`src/rtl/rdt_pkg.sv`:
```
package rdt_pkg;
    localparam int STAT_W = 12;

    localparam int B_RESP_ERR  = 0;
    localparam int B_CMD_DONE  = 1;
    localparam int B_DATA_OVER = 2;
    localparam int B_STOP_DONE = 3;
    localparam int B_RESP_CRC  = 4;
    localparam int B_DATA_CRC  = 5;
    localparam int B_RESP_TO   = 6;
    localparam int B_DATA_TO   = 7;
    localparam int B_FIFO_RUN  = 8;
    localparam int B_START_BIT = 9;
    localparam int B_END_BIT   = 10;
    localparam int B_SDIO      = 11;

    typedef logic [STAT_W-1:0] stat_t;

    localparam stat_t ONE       = stat_t'(1);
    localparam stat_t SDIO_MASK = ONE << B_SDIO;
    localparam stat_t CMD_MASK  = ONE << B_CMD_DONE;
    localparam stat_t ERR_GROUP = (ONE << B_RESP_ERR) | (ONE << B_RESP_CRC)
                                | (ONE << B_DATA_CRC) | (ONE << B_RESP_TO)
                                | (ONE << B_DATA_TO)  | (ONE << B_FIFO_RUN)
                                | (ONE << B_START_BIT) | (ONE << B_END_BIT);

    typedef enum logic [1:0] {
        DONE_BY_CMD  = 2'd0,
        DONE_BY_DATA = 2'd1,
        DONE_BY_STOP = 2'd2
    } done_src_e;

    typedef struct packed {
        logic is_read;
        logic has_data;
        logic has_resp;
        logic has_stop;
    } req_hint_t;

    function automatic done_src_e pick_done(input req_hint_t h);
        if (h.has_data && h.has_resp && h.has_stop) return DONE_BY_STOP;
        if (h.has_data && h.has_resp)               return DONE_BY_DATA;
        return DONE_BY_CMD;
    endfunction

    function automatic stat_t done_bit(input done_src_e s);
        case (s)
            DONE_BY_STOP: return ONE << B_STOP_DONE;
            DONE_BY_DATA: return ONE << B_DATA_OVER;
            default:      return ONE << B_CMD_DONE;
        endcase
    endfunction
endpackage

```
`src/rtl/rdt_accum.sv`:
```
module rdt_accum
    import rdt_pkg::*;
(
    input  logic  clk,
    input  logic  rst,
    input  logic  clr,
    input  logic  en,
    input  stat_t masked,
    output stat_t summary,
    output stat_t sum_next
);
    assign sum_next = summary | (en ? masked : '0);

    always_ff @(posedge clk) begin
        if (rst || clr)
            summary <= '0;
        else if (en)
            summary <= sum_next;
    end
endmodule

```
`src/rtl/rdt_decide.sv`:
```
module rdt_decide
    import rdt_pkg::*;
(
    input  logic  active,
    input  stat_t sum_next,
    input  logic  wait_next,
    input  stat_t done_mask,
    output logic  defer,
    output logic  fin_now
);
    logic has_err;
    logic has_done;

    always_comb begin
        defer    = active && sum_next[B_RESP_TO] && !sum_next[B_CMD_DONE];
        has_err  = |(sum_next & ERR_GROUP);
        has_done = |(sum_next & done_mask);
        fin_now  = active && !defer && (has_err || (has_done && !wait_next));
    end
endmodule

```
`src/rtl/rdt_mask.sv`:
```
module rdt_mask
    import rdt_pkg::*;
(
    input  logic  clk,
    input  logic  rst,
    input  logic  sdio_en,
    input  logic  start,
    input  stat_t start_done,
    input  logic  start_read,
    input  logic  active,
    input  logic  defer,
    input  logic  fin_now,
    output stat_t mask,
    output logic  dma_ie
);
    stat_t sdio_part;

    assign sdio_part = sdio_en ? SDIO_MASK : '0;

    always_ff @(posedge clk) begin
        if (rst) begin
            mask   <= '0;
            dma_ie <= 1'b0;
        end else if (start) begin
            mask   <= sdio_part | ERR_GROUP | start_done;
            dma_ie <= start_read;
        end else if (fin_now || !active) begin
            mask   <= sdio_part;
            dma_ie <= 1'b0;
        end else begin
            mask <= (mask & ~SDIO_MASK) | sdio_part | (defer ? CMD_MASK : '0);
        end
    end
endmodule

```
`src/rtl/req_done_tracker.sv`:
```
module req_done_tracker
    import rdt_pkg::*;
(
    input  logic              clk,
    input  logic              rst,
    input  logic              req_start,
    input  logic              req_read,
    input  logic              req_data,
    input  logic              req_resp,
    input  logic              req_stop,
    input  logic [STAT_W-1:0] status,
    input  logic              dma_rx,
    input  logic              sdio_en,
    output logic              finalize,
    output logic [STAT_W-1:0] mask,
    output logic [STAT_W-1:0] summary,
    output logic              card_irq,
    output logic              dma_ie
);
    req_hint_t hint;
    done_src_e done_q;
    logic      active_q, wait_q, fin_q, card_q;
    logic      start_ok, wait_next, defer, fin_now;
    stat_t     sum_next, masked;

    assign hint      = '{is_read: req_read, has_data: req_data,
                         has_resp: req_resp, has_stop: req_stop};
    assign start_ok  = req_start && !active_q;
    assign wait_next = wait_q && !dma_rx;
    assign masked    = status & mask;

    rdt_accum accum_i (
        .clk(clk), .rst(rst), .clr(start_ok || fin_q), .en(active_q),
        .masked(masked), .summary(summary), .sum_next(sum_next)
    );

    rdt_decide decide_i (
        .active(active_q), .sum_next(sum_next), .wait_next(wait_next),
        .done_mask(done_bit(done_q)), .defer(defer), .fin_now(fin_now)
    );

    rdt_mask mask_i (
        .clk(clk), .rst(rst), .sdio_en(sdio_en), .start(start_ok),
        .start_done(done_bit(pick_done(hint))),
        .start_read(hint.is_read && hint.has_data),
        .active(active_q), .defer(defer), .fin_now(fin_now),
        .mask(mask), .dma_ie(dma_ie)
    );

    always_ff @(posedge clk) begin
        if (rst) begin
            active_q <= 1'b0;
            wait_q   <= 1'b0;
            fin_q    <= 1'b0;
            card_q   <= 1'b0;
            done_q   <= DONE_BY_CMD;
        end else begin
            fin_q  <= fin_now;
            card_q <= status[B_SDIO] && sdio_en;
            if (start_ok) begin
                active_q <= 1'b1;
                wait_q   <= hint.is_read && hint.has_data;
                done_q   <= pick_done(hint);
            end else if (fin_now) begin
                active_q <= 1'b0;
                wait_q   <= 1'b0;
            end else if (active_q) begin
                wait_q <= wait_next;
            end
        end
    end

    assign finalize = fin_q;
    assign card_irq = card_q;
endmodule

```
`config.mk`:
```
export PLATFORM = sky130hd
export DESIGN_NAME = req_done_tracker
export DESIGN_NICKNAME = d
export VERILOG_FILES = /design/src/rtl/rdt_pkg.sv /design/src/rtl/rdt_accum.sv /design/src/rtl/rdt_decide.sv /design/src/rtl/rdt_mask.sv /design/src/rtl/req_done_tracker.sv
export SDC_FILE = /design/constraint.sdc
export NUM_CORES = 1
export LEC_CHECK = 0
export ABC_AREA = 0
export CORE_MARGIN = 1.5
export CORE_UTILIZATION = 38
export CTS_CLUSTER_SIZE = 28
export DETAILED_ROUTE_END_ITERATION = 7
export GPL_TIMING_DRIVEN = 0
export HOLD_SLACK_MARGIN = 0.02
export PLACE_DENSITY = 0.79
export SLEW_MARGIN = 20
export SYNTH_ARGS = -nofsm -noshare
export SYNTH_HDL_FRONTEND = slang
export SYNTH_HIERARCHICAL = 1
export SYNTH_SLANG_ARGS = --single-unit
```
`constraint.sdc`:
```
create_clock -name clk -period 2.1 [get_ports clk]
set_input_delay 0.525 -clock clk [delete_from_list [all_inputs] [get_ports clk]]
set_output_delay 0.525 -clock clk [all_outputs]
set_load 0.05 [all_outputs]
```
Word level (Yosys, flattened, before mapping)
Cells that the tools add are included.
Operators by class
  reduce and logical (&&, ||, !) cells: 25
  equal/unequal tests: 4
  bitwise logic cells: 6
  muxes and demuxes: 28
Operator list (count)
  two-way mux 12 bit: 4
  bitwise OR 12 bit: 2
  case mux 4 bit (2 select lines): 2
  two-way mux 1 bit: 15
  two-way mux 2 bit: 7
  bitwise AND 12 bit: 1
  bitwise AND 12 x 4 -> 12 bit: 1
  bitwise OR 11 x 12 -> 12 bit: 1
  bitwise OR 12 x 4 -> 12 bit: 1
  OR reduction 12 bit: 1
  logical AND 1 bit: 11
  OR reduction 8 bit: 1
  logical NOT 1 bit: 5
  equality test 2 x 1 -> 1 bit (second input constant): 2
  equality test 2 bit (second input constant): 2
  logical OR 1 bit: 4
  nonzero test 2 bit: 2
  nonzero test 3 bit: 1
Word-level totals
  register bits: 31
  logic and storage cells: 71

Longest topological paths before layout
Gate-level depths: netlist (run 1).
  depth after elaboration: 11
  mapped depth: 9

Hierarchy
The synthesis (run 1) kept the hierarchy.
By module, submodules not included
  rdt_accum: instances 1, cells each 39, area each 432.9 sq um
  req_done_tracker: instances 1, cells each 45, area each 375.4 sq um
  rdt_mask: instances 1, cells each 32, area each 302.8 sq um
  rdt_decide: instances 1, cells each 12, area each 98.8 sq um

Least setup slack after synthesis (run 1)
No wires, ideal clock.
  path kind: register to register
  from: register mask_i.mask[9]
  to: register mask_i.mask[1]
  buffers on the path: 1
  data arrival time: 2.177 ns
  period minus slack after synthesis: 2.272 ns
  setup slack: -0.172 ns
  cell stages (with the launch flop): 9
  path through: dfxtp_1 buf_4 and2_1 a21o_1 nor4_1 nand2_1 o221a_1 nand2b_1 o41ai_2
Between the ends
  word-level cells in the longest chain between the ends: 11
RTL lines
  from (decl): line rdt_mask.sv:13  | output stat_t mask,
  from (signal assigned): line rdt_mask.sv:25  | mask <= sdio_part | ERR_GROUP | start_done;
  from (signal assigned): line rdt_mask.sv:28  | mask <= sdio_part;
  from (signal assigned): line rdt_mask.sv:31  | mask <= (mask & ~SDIO_MASK) | sdio_part | (defer ? CMD_MASK : '0);
  bitwise AND 12 bit *: line req_done_tracker.sv:30  | assign masked = status & mask;
  two-way mux 12 bit *: line rdt_accum.sv:12  | assign sum_next = summary | (en ? masked : '0);
  bitwise OR 12 bit *: line rdt_accum.sv:12
  bitwise AND 12 x 4 -> 12 bit: line rdt_decide.sv:17  | has_done = |(sum_next & done_mask);
  OR reduction 12 bit: line rdt_decide.sv:17
  logical AND 1 bit: line rdt_decide.sv:18  | fin_now = active && !defer && (has_err || (has_done && !wait_next));
  logical OR 1 bit *: line rdt_decide.sv:18
  logical AND 1 bit *: line rdt_decide.sv:18
  net fin_now: line req_done_tracker.sv:23  | logic start_ok, wait_next, defer, fin_now;
  logical OR 1 bit *: line rdt_mask.sv:27  | end else if (fin_now || !active) begin
  two-way mux 12 bit *: line rdt_mask.sv:27
  two-way mux 12 bit *: line rdt_mask.sv:24  | end else if (start) begin
Mark *: on every way through the listed nets, which the timed path passes. The rest lies on a longest branch.
A chain may end at the register's enable or synchronous reset.

Final worst setup path (run 1)
  from: input port status[5]
  to: register mask_i.mask[1]
Between the ends
  word-level cells in the longest chain between the ends: 11
RTL lines
  from (decl): line req_done_tracker.sv:11  | input logic [STAT_W-1:0] status,
  bitwise AND 12 bit *: line req_done_tracker.sv:30
  net masked[5]: line req_done_tracker.sv:24  | stat_t sum_next, masked;
  two-way mux 12 bit *: line rdt_accum.sv:12
  bitwise OR 12 bit *: line rdt_accum.sv:12
  net sum_next[5]: line req_done_tracker.sv:24
  bitwise AND 12 x 4 -> 12 bit: line rdt_decide.sv:17
  OR reduction 12 bit: line rdt_decide.sv:17
  logical AND 1 bit: line rdt_decide.sv:18
  logical OR 1 bit *: line rdt_decide.sv:18
  logical AND 1 bit *: line rdt_decide.sv:18
  net fin_now: line req_done_tracker.sv:23
  logical OR 1 bit *: line rdt_mask.sv:27
  two-way mux 12 bit *: line rdt_mask.sv:27
  two-way mux 12 bit *: line rdt_mask.sv:24
Marks and branches as above.

==> results of run 1 <==
metal layers:
layer / routed length [um] / GRT usage, % / up-vias
li1: - / - / 559
met1: 1331 / 22.62 / 507
met2: 1499 / 32.50 / 45
met3: 208 / 2.838 / 2
met4: 8 / 4.545 / 0
met5: 0 / 0 / -
state kept, by name, indices dropped and copies added (netlist names):
register         flops
accum_i/summary     12
done_q               2
finalize             1
wait_q               1
mask_i/mask          5
active_q             1
card_irq             1
mask_i/dma_ie        1
path summary, 6_finish.rpt:
path,end,cells past startpoint,slack (ns)
hold / removal,mask_i/dma_ie$_SDFFE_PP0P_,2,0.52
hold reg to reg,mask_i/dma_ie$_SDFFE_PP0P_,2,0.52
setup / recovery,mask_i/mask[1]$_SDFF_PP0_,8,0.05
setup reg to reg,mask_i/mask[1]$_SDFF_PP0_,8,0.10
power by group through the flow:
stage | combinational (W) | sequential, W | clock (W)
2_1_floorplan | 0.000139 | 0.000529 | 0
4_1_cts | 0.000278 | 0.000489 | 0.000201
6_report | 0.000284 | 0.000489 | 0.000192
3_3_place_gp | 0.000269 | 0.000496 | 0
3_5_place_dp | 0.000274 | 0.000497 | 0
5_1_grt | 0.000301 | 0.000493 | 0.000224
cell usage after synthesis (all sizes together), types with 3 or more instances:
master,n
dfxtp,24
nor2b,14
a21o,13
and2,13
buf,10
nand2,7
nor2,6
a21oi,5
inv,4
nand2b,4
nand4bb,3
layout make-up:
type | count | area [um^2]
Timing Repair Buffer | 52 | 503.0
Clock buffer | 3 | 22.52
Sequential cell | 24 | 485.5
Multi-Input combinational cell | 98 | 705.7
Tap cell | 44 | 55.05
Buffer | 10 | 86.33
Fill cell | 272 | 1155
Inverter | 4 | 15.01
cells in the final DEF (no fill, tap or decap), drive strengths merged, types with 3 or more instances in the layout:
cell type,synthesis,routed
clkdlybuf4s50,0,34
a21oi,5,5
dfxtp,24,24
inv,4,4
a21o,13,13
buf,10,15
conb,1,9
nor2b,14,14
nor2,6,6
dlygate4sd2,0,10
nand2,7,7
dlymetal6s2s,0,3
nand2b,4,4
and2,13,13
nand4bb,3,3
clkbuf,0,3
worst max-delay path: cells and delay by family:
family | cells | cell delay (ns)
AND/OR/NAND/NOR | 4 | 0.69
buffers and inverters | 1 | 0.39
AO/OA/AOI/OAI | 3 | 0.67
through the flow:
step	instance area, um^2	cells	total power [W]	hold slack (ns)	util (%)
after floorplan	1245	136	0.0006675	0.4658	-
after global placement	1770	227	0.0007657	0.4770	58.47
after detailed placement	1770	227	0.0007713	0.4855	58.47
after CTS	1827	231	0.0009681	0.5116	60.33
after global routing	1873	235	0.001018	0.5362	61.86
final	1873	235	0.0009646	0.5173	61.86
repair_timing:
| item | CTS | global route |
|---|---|---|
| gates resized for setup | 17 | 5 |
| buffers inserted | 1 | 4 |
| pin swaps | 11 | 12 |
| endpoints found under the setup margin | 15 | 6 |
cells by family (layout without fill, tap and decap cells):
kind of cell | count (synthesis) | in the layout | share of synthesized area, %
compound gates | 30 | 30 | 20.99
simple gates | 57 | 57 | 28.85
buf+inv | 14 | 69 | 8.066
other cells | 1 | 9 | 0.3099
fa+ha+maj | 2 | 2 | 2.068
flops | 24 | 24 | 39.71
==> run_summary.xml, run 1 <==
<?xml version="1.0" encoding="UTF-8"?>
<metrics>
  <group name="run_status">
    <metric name="run_status" unit="">completed</metric>
  </group>
  <group name="routing">
    <metric name="firstDrtPassIters" unit="">4</metric>
    <metric name="route.vias.total" unit="">1113</metric>
    <metric name="drtIter0Drc" unit="">34</metric>
    <metric name="totalWireLength" unit="mm">3.046</metric>
    <metric name="post-route-drc-count" unit="">0</metric>
    <metric name="post_drt_via_cell_ratio" unit="">4.736</metric>
    <metric name="antenna_violating_nets_post_route" unit="">0</metric>
    <metric name="route.detailed.wl_per_inst" unit="um">12.96</metric>
  </group>
  <group name="layout">
    <metric name="antennaDiodeCount" unit="">0</metric>
    <metric name="num-nets-final" unit="">216</metric>
    <metric name="final_layout_size_suffix_gt1_share" unit="%">17.28</metric>
    <metric name="flow.area_growth_from_synthesis" unit="%">54.81</metric>
  </group>
  <group name="place">
    <metric name="gp_congestion" unit="">0.8382</metric>
    <metric name="dp_slack" unit="ns">-0.5609</metric>
    <metric name="numPortBuffers" unit="">47</metric>
    <metric name="place.detailed.hpwl" unit="mm">2.194</metric>
  </group>
  <group name="worst_hold_path">
    <metric name="min_path_type" unit="">flop to flop</metric>
    <metric name="min-delay-start" unit="">mask_i/dma_ie$_SDFFE_PP0P_</metric>
  </group>
  <group name="critical_path">
    <metric name="critPathMaxStageDelay" unit="ns">0.39</metric>
    <metric name="critPathCaptureType" unit="">flop</metric>
    <metric name="cpMaxStageDelayCell" unit="">sky130_fd_sc_hd__clkdlybuf4s50_1</metric>
    <metric name="timing.critical_path.from" unit="">status[5]</metric>
    <metric name="reg2reg_from" unit="">mask_i/mask[9]$_SDFFE_PP0P_</metric>
    <metric name="cp_data_arrival_time" unit="ns">2.26</metric>
    <metric name="critical_path_data_required_time" unit="ns">2.31</metric>
    <metric name="cp_cell_instances" unit="">clkdlybuf4s50_1 &gt; and2_1 &gt; a21o_1 &gt; nor4_2 &gt; nand2_1 &gt; o221a_4 &gt; nand2b_4 &gt; o41ai_2</metric>
    <metric name="worst-path-max-fanout" unit="">8</metric>
    <metric name="worstSetupPathType" unit="">primary input to flop</metric>
    <metric name="critical_path.startpoint_type" unit="">primary input</metric>
  </group>
  <group name="clock_tree">
    <metric name="tritoncts" unit="">yes</metric>
    <metric name="cts.hold.buffers_added" unit="">0</metric>
    <metric name="number_of_buffers_on_the_longest_clock_path" unit="">2</metric>
    <metric name="cts-buffers-inserted" unit="">3</metric>
    <metric name="clkLatencyLatePin" unit="ns">0.30</metric>
    <metric name="ctsRootBufferMaster" unit="">sky130_fd_sc_hd__clkbuf_4</metric>
    <metric name="cts.sink_count" unit="">24</metric>
    <metric name="cts_htree_levels" unit="">1</metric>
    <metric name="clkSlewWorstSetupHoldPaths" unit="ns">0.12</metric>
  </group>
  <group name="synthesis">
    <metric name="yosysWarningCount" unit="">6</metric>
    <metric name="synthFlopType" unit="">sky130_fd_sc_hd__dfxtp_1</metric>
    <metric name="synthTopCellsByArea" unit="">sky130_fd_sc_hd__dfxtp_1, sky130_fd_sc_hd__a21o_1, sky130_fd_sc_hd__nor2b_1, sky130_fd_sc_hd__and2_1, sky130_fd_sc_hd__buf_4</metric>
    <metric name="post-synth-top-area-cell" unit="">sky130_fd_sc_hd__dfxtp_1</metric>
    <metric name="postSynth.asyncResetShare" unit="%">0</metric>
    <metric name="netlist-cell-type-count" unit="">33</metric>
    <metric name="syn-mean-instance-area" unit="um^2">9.452</metric>
    <metric name="post_synth_edffs" unit="">0</metric>
    <metric name="sequential_element_share_of_the_synthesized_area" unit="%">39.71</metric>
    <metric name="netlist_instances" unit="">128</metric>
    <metric name="synthesis.area" unit="um^2">1210</metric>
    <metric name="synth_top_cell_area_share" unit="%">39.71</metric>
    <metric name="seq_cells_post_synth" unit="">24</metric>
  </group>
  <group name="timing">
    <metric name="final-setup-viol-count" unit="">0</metric>
    <metric name="post-route-period-util" unit="%">97.65</metric>
    <metric name="timing_hold_violations_final" unit="">0</metric>
    <metric name="worst_slew_pin_slew" unit="ns">0.5490</metric>
    <metric name="max_clock_freq" unit="MHz">487.7</metric>
    <metric name="rsz_0062_raised_after_global_routing" unit="">false</metric>
    <metric name="fin_crit" unit="ns">2.051</metric>
    <metric name="maxSlewViolCount" unit="">0</metric>
    <metric name="timing.final.ws_setup" unit="ns">0.04937</metric>
    <metric name="slew-limit-headroom" unit="%">63.29</metric>
    <metric name="setup_tns_final" unit="ns">0</metric>
    <metric name="fin_worst_skew" unit="ns">0.004005</metric>
  </group>
  <group name="grt">
    <metric name="track_usage" unit="%">18.21</metric>
    <metric name="grt-ovfl-total" unit="">0</metric>
    <metric name="grt_antenna_before_repair" unit="">0</metric>
    <metric name="vias_in_the_first_global_route" unit="">1071</metric>
    <metric name="grt_pass1_wl" unit="mm">4.947</metric>
    <metric name="grt_max_degree" unit="">17</metric>
  </group>
  <group name="power_and_ir_drop">
    <metric name="share_comb_of_total_power" unit="%">29.5</metric>
    <metric name="total_switching_power" unit="W">0.0002962</metric>
    <metric name="power.static_leakage" unit="nW">0.8867</metric>
    <metric name="power.share.sequential" unit="%">50.7</metric>
    <metric name="power_per_cell_area" unit="nW/um^2">515.0</metric>
    <metric name="swShare" unit="%">30.71</metric>
    <metric name="internal_power" unit="W">0.0006684</metric>
    <metric name="clock_power_share" unit="%">19.9</metric>
    <metric name="max-vdd-ir-drop" unit="uV">310.4</metric>
  </group>
  <group name="die">
    <metric name="design.core.area" unit="um^2">3028</metric>
    <metric name="die_h" unit="um">59.43</metric>
    <metric name="floorplan.die.width" unit="um">59.43</metric>
    <metric name="pin_count" unit="">48</metric>
    <metric name="num_rows" unit="">20</metric>
    <metric name="fp.dieArea" unit="um^2">3531</metric>
    <metric name="start_util" unit="%">39.96</metric>
  </group>
  <group name="run">
    <metric name="timing.max_cap.violations" unit="">0</metric>
  </group>
</metrics>
No activity file was read; power rests on OpenSTA's default activity.
==> run 2: changes to the inputs <==
CORE_MARGIN = not set   (was 1.5)
==> run_summary.xml, run 2 (same netlist as run 1, synthesis figures left out) <==
<?xml version="1.0" encoding="UTF-8"?>
<metrics>
  <group name="critical_path">
    <metric name="cp_cell_instances" unit="">clkdlybuf4s50_1</metric>
    <metric name="cpMaxStageDelayCell" unit="">sky130_fd_sc_hd__clkdlybuf4s50_1</metric>
    <metric name="reg2reg_setup_slack" unit="ns">0.13</metric>
    <metric name="worstSetupPathType" unit="">flop to primary output</metric>
    <metric name="critical_path_data_required_time" unit="ns">1.57</metric>
    <metric name="critPathCaptureType" unit="">primary output</metric>
    <metric name="cp_data_arrival_time" unit="ns">1.49</metric>
    <metric name="cell_class_contributing_the_biggest_share_of_worst_path_delay" unit="">buffers and inverters</metric>
    <metric name="worst-path-max-fanout" unit="">2</metric>
    <metric name="critical_path.startpoint_type" unit="">flop</metric>
    <metric name="crit_buf_inv" unit="">1</metric>
    <metric name="critPathMaxStageDelay" unit="ns">0.81</metric>
  </group>
  <group name="routing">
    <metric name="route.vias.total" unit="">1142</metric>
    <metric name="post-route-drc-count" unit="">0</metric>
    <metric name="firstDrtPassIters" unit="">5</metric>
    <metric name="post_drt_via_cell_ratio" unit="">4.860</metric>
    <metric name="totalWireLength" unit="mm">2.866</metric>
    <metric name="drtIter0Drc" unit="">26</metric>
    <metric name="antenna_violating_nets_post_route" unit="">0</metric>
    <metric name="route.detailed.wl_per_inst" unit="um">12.20</metric>
  </group>
  <group name="grt">
    <metric name="grt_use_met3" unit="%">2.637</metric>
    <metric name="grt_pass1_wl" unit="mm">4.540</metric>
    <metric name="grt_util_met2" unit="%">33.83</metric>
    <metric name="grt_max_degree" unit="">17</metric>
    <metric name="gr-usage-met1" unit="%">18.03</metric>
    <metric name="global_route.peak_usage_layer" unit="">met2</metric>
    <metric name="vias_in_the_first_global_route" unit="">1113</metric>
    <metric name="track_usage" unit="%">17.09</metric>
    <metric name="grt_antenna_before_repair" unit="">0</metric>
    <metric name="grt-ovfl-total" unit="">0</metric>
  </group>
  <group name="die">
    <metric name="start_util" unit="%">39.96</metric>
    <metric name="fp.dieArea" unit="um^2">3413</metric>
    <metric name="die_h" unit="um">58.43</metric>
    <metric name="num_rows" unit="">20</metric>
    <metric name="design.core.area" unit="um^2">3028</metric>
    <metric name="pin_count" unit="">48</metric>
    <metric name="floorplan.die.width" unit="um">58.43</metric>
  </group>
  <group name="worst_hold_path">
    <metric name="min_path_type" unit="">flop to flop</metric>
  </group>
  <group name="power_and_ir_drop">
    <metric name="totalPowerFinal" unit="W">0.001009</metric>
    <metric name="power.static_leakage" unit="nW">0.9359</metric>
    <metric name="power_per_cell_area" unit="nW/um^2">530.3</metric>
    <metric name="max-vdd-ir-drop" unit="uV">345.3</metric>
  </group>
  <group name="layout">
    <metric name="antennaDiodeCount" unit="">0</metric>
    <metric name="largest-register" unit="">accum_i/summary</metric>
    <metric name="layout_commonest_cell" unit="">sky130_fd_sc_hd__clkdlybuf4s50_1</metric>
    <metric name="flow.area_growth_from_synthesis" unit="%">57.29</metric>
    <metric name="reg_top3" unit="">accum_i/summary: 12 flops, mask_i/mask: 5 flops, done_q: 2 flops</metric>
    <metric name="num-nets-final" unit="">215</metric>
    <metric name="final_layout_size_suffix_gt1_share" unit="%">19.37</metric>
    <metric name="mostFrequentLayoutCells" unit="">sky130_fd_sc_hd__clkdlybuf4s50_1, sky130_fd_sc_hd__dfxtp_1, sky130_fd_sc_hd__nor2b_1, sky130_fd_sc_hd__a21o_1, sky130_fd_sc_hd__buf_4</metric>
    <metric name="register_area" unit="um^2">485.5</metric>
    <metric name="largest_reg_flops" unit="">12</metric>
    <metric name="multiInputGateArea" unit="um^2">716.9</metric>
    <metric name="final_core_utilization" unit="%">62.85</metric>
    <metric name="num-fill-cells" unit="">271</metric>
  </group>
  <group name="timing">
    <metric name="timing_hold_violations_final" unit="">0</metric>
    <metric name="worst_slew_pin_slew" unit="ns">0.5707</metric>
    <metric name="maxSlewViolCount" unit="">0</metric>
    <metric name="fin_crit" unit="ns">2.019</metric>
    <metric name="final-setup-viol-count" unit="">0</metric>
    <metric name="max_clock_freq" unit="MHz">495.2</metric>
    <metric name="setup_tns_final" unit="ns">0</metric>
    <metric name="post-route-period-util" unit="%">96.17</metric>
    <metric name="slew-limit-headroom" unit="%">61.83</metric>
    <metric name="fin_hold_ws" unit="ns">0.5227</metric>
    <metric name="fin_worst_skew" unit="ns">0.002938</metric>
  </group>
  <group name="run">
    <metric name="timing.max_cap.violations" unit="">0</metric>
  </group>
  <group name="place">
    <metric name="place.detailed.hpwl" unit="mm">2.110</metric>
    <metric name="numPortBuffers" unit="">47</metric>
    <metric name="gp_congestion" unit="">0.8290</metric>
  </group>
  <group name="clock_tree">
    <metric name="cts-buffers-inserted" unit="">3</metric>
    <metric name="clkSlewWorstSetupHoldPaths" unit="ns">0.13</metric>
    <metric name="number_of_buffers_on_the_longest_clock_path" unit="">2</metric>
    <metric name="ctsRootBufferMaster" unit="">sky130_fd_sc_hd__clkbuf_4</metric>
    <metric name="cts_htree_levels" unit="">1</metric>
    <metric name="tritoncts" unit="">yes</metric>
    <metric name="cts.sink_count" unit="">24</metric>
    <metric name="clkLatencyLatePin" unit="ns">0.31</metric>
  </group>
  <group name="run_status">
    <metric name="run_status" unit="">completed</metric>
  </group>
</metrics>
[run 2: cell count changes in the layout (fill, tap and decap cells not counted)]
cell and delta:
sky130_fd_sc_hd__buf_4 -1, sky130_fd_sc_hd__and2_4 +3, sky130_fd_sc_hd__a21oi_1 -1, sky130_fd_sc_hd__dlygate4sd2_1 -2
sky130_fd_sc_hd__clkdlybuf4s50_1 -2, sky130_fd_sc_hd__dlymetal6s2s_1 +4, sky130_fd_sc_hd__clkbuf_8 +1, sky130_fd_sc_hd__and2_1 -3
sky130_fd_sc_hd__a21oi_2 +1
[run 2: area by class of cell]
cell class / instances / area share, %
inverters: 4 / 0.7890
clock buffers: 4 / 1.907
plain buffers: 10 / 4.536
flip-flops and latches: 24 / 25.51
repair buffers: 51 / 26.69
multi-input cells: 98 / 37.67
well taps: 44 / 2.893
[run 2: per-stage QoR]
step,worst slack [ns],instances,instance area [um^2]
after floorplan,0.009731,136,1245
after global placement,-0.5059,227,1770
after detailed placement,-0.4955,227,1770
after CTS,0.003469,232,1828
after global routing,-0.007090,235,1903
final,0.08052,235,1903
[run 2: what timing repair did]
action | CTS | global route
setup endpoints to repair | 14 | 7
hold buffers | 0 | 0
buffers inserted | 1 | 3
resized for setup | 13 | 15
pin swaps | 7 | 10
[run 2: worst paths after layout]
kind / start / endpoint / cells past startpoint
worst max-delay path: accum_i/summary[2]$_SDFFE_PP0P_ / summary[2] / 1
worst min-delay path: wait_q$_SDFFE_PP0P_ / wait_q$_SDFFE_PP0P_ / 2
worst max register to register: active_q$_SDFFE_PP0P_ / mask_i/dma_ie$_SDFFE_PP0P_ / 7
worst min register to register: wait_q$_SDFFE_PP0P_ / wait_q$_SDFFE_PP0P_ / 2
[run 2: per-layer routing]
metal  wire [um]  part of all wire [%]
met1        1174                    41
met2        1507                    53
met3         170                   5.9
met4          14                  0.49
met5           0                     0
[run 2: report_power, final]
part / internal (W) / leakage, nW / switching (W) / total, W
clock network: 0.000106 / 0.0210 / 0.000132 / 0.000237
logic: 0.000133 / 0.719 / 0.000150 / 0.000283
registers: 0.000470 / 0.196 / 0.0000191 / 0.000489
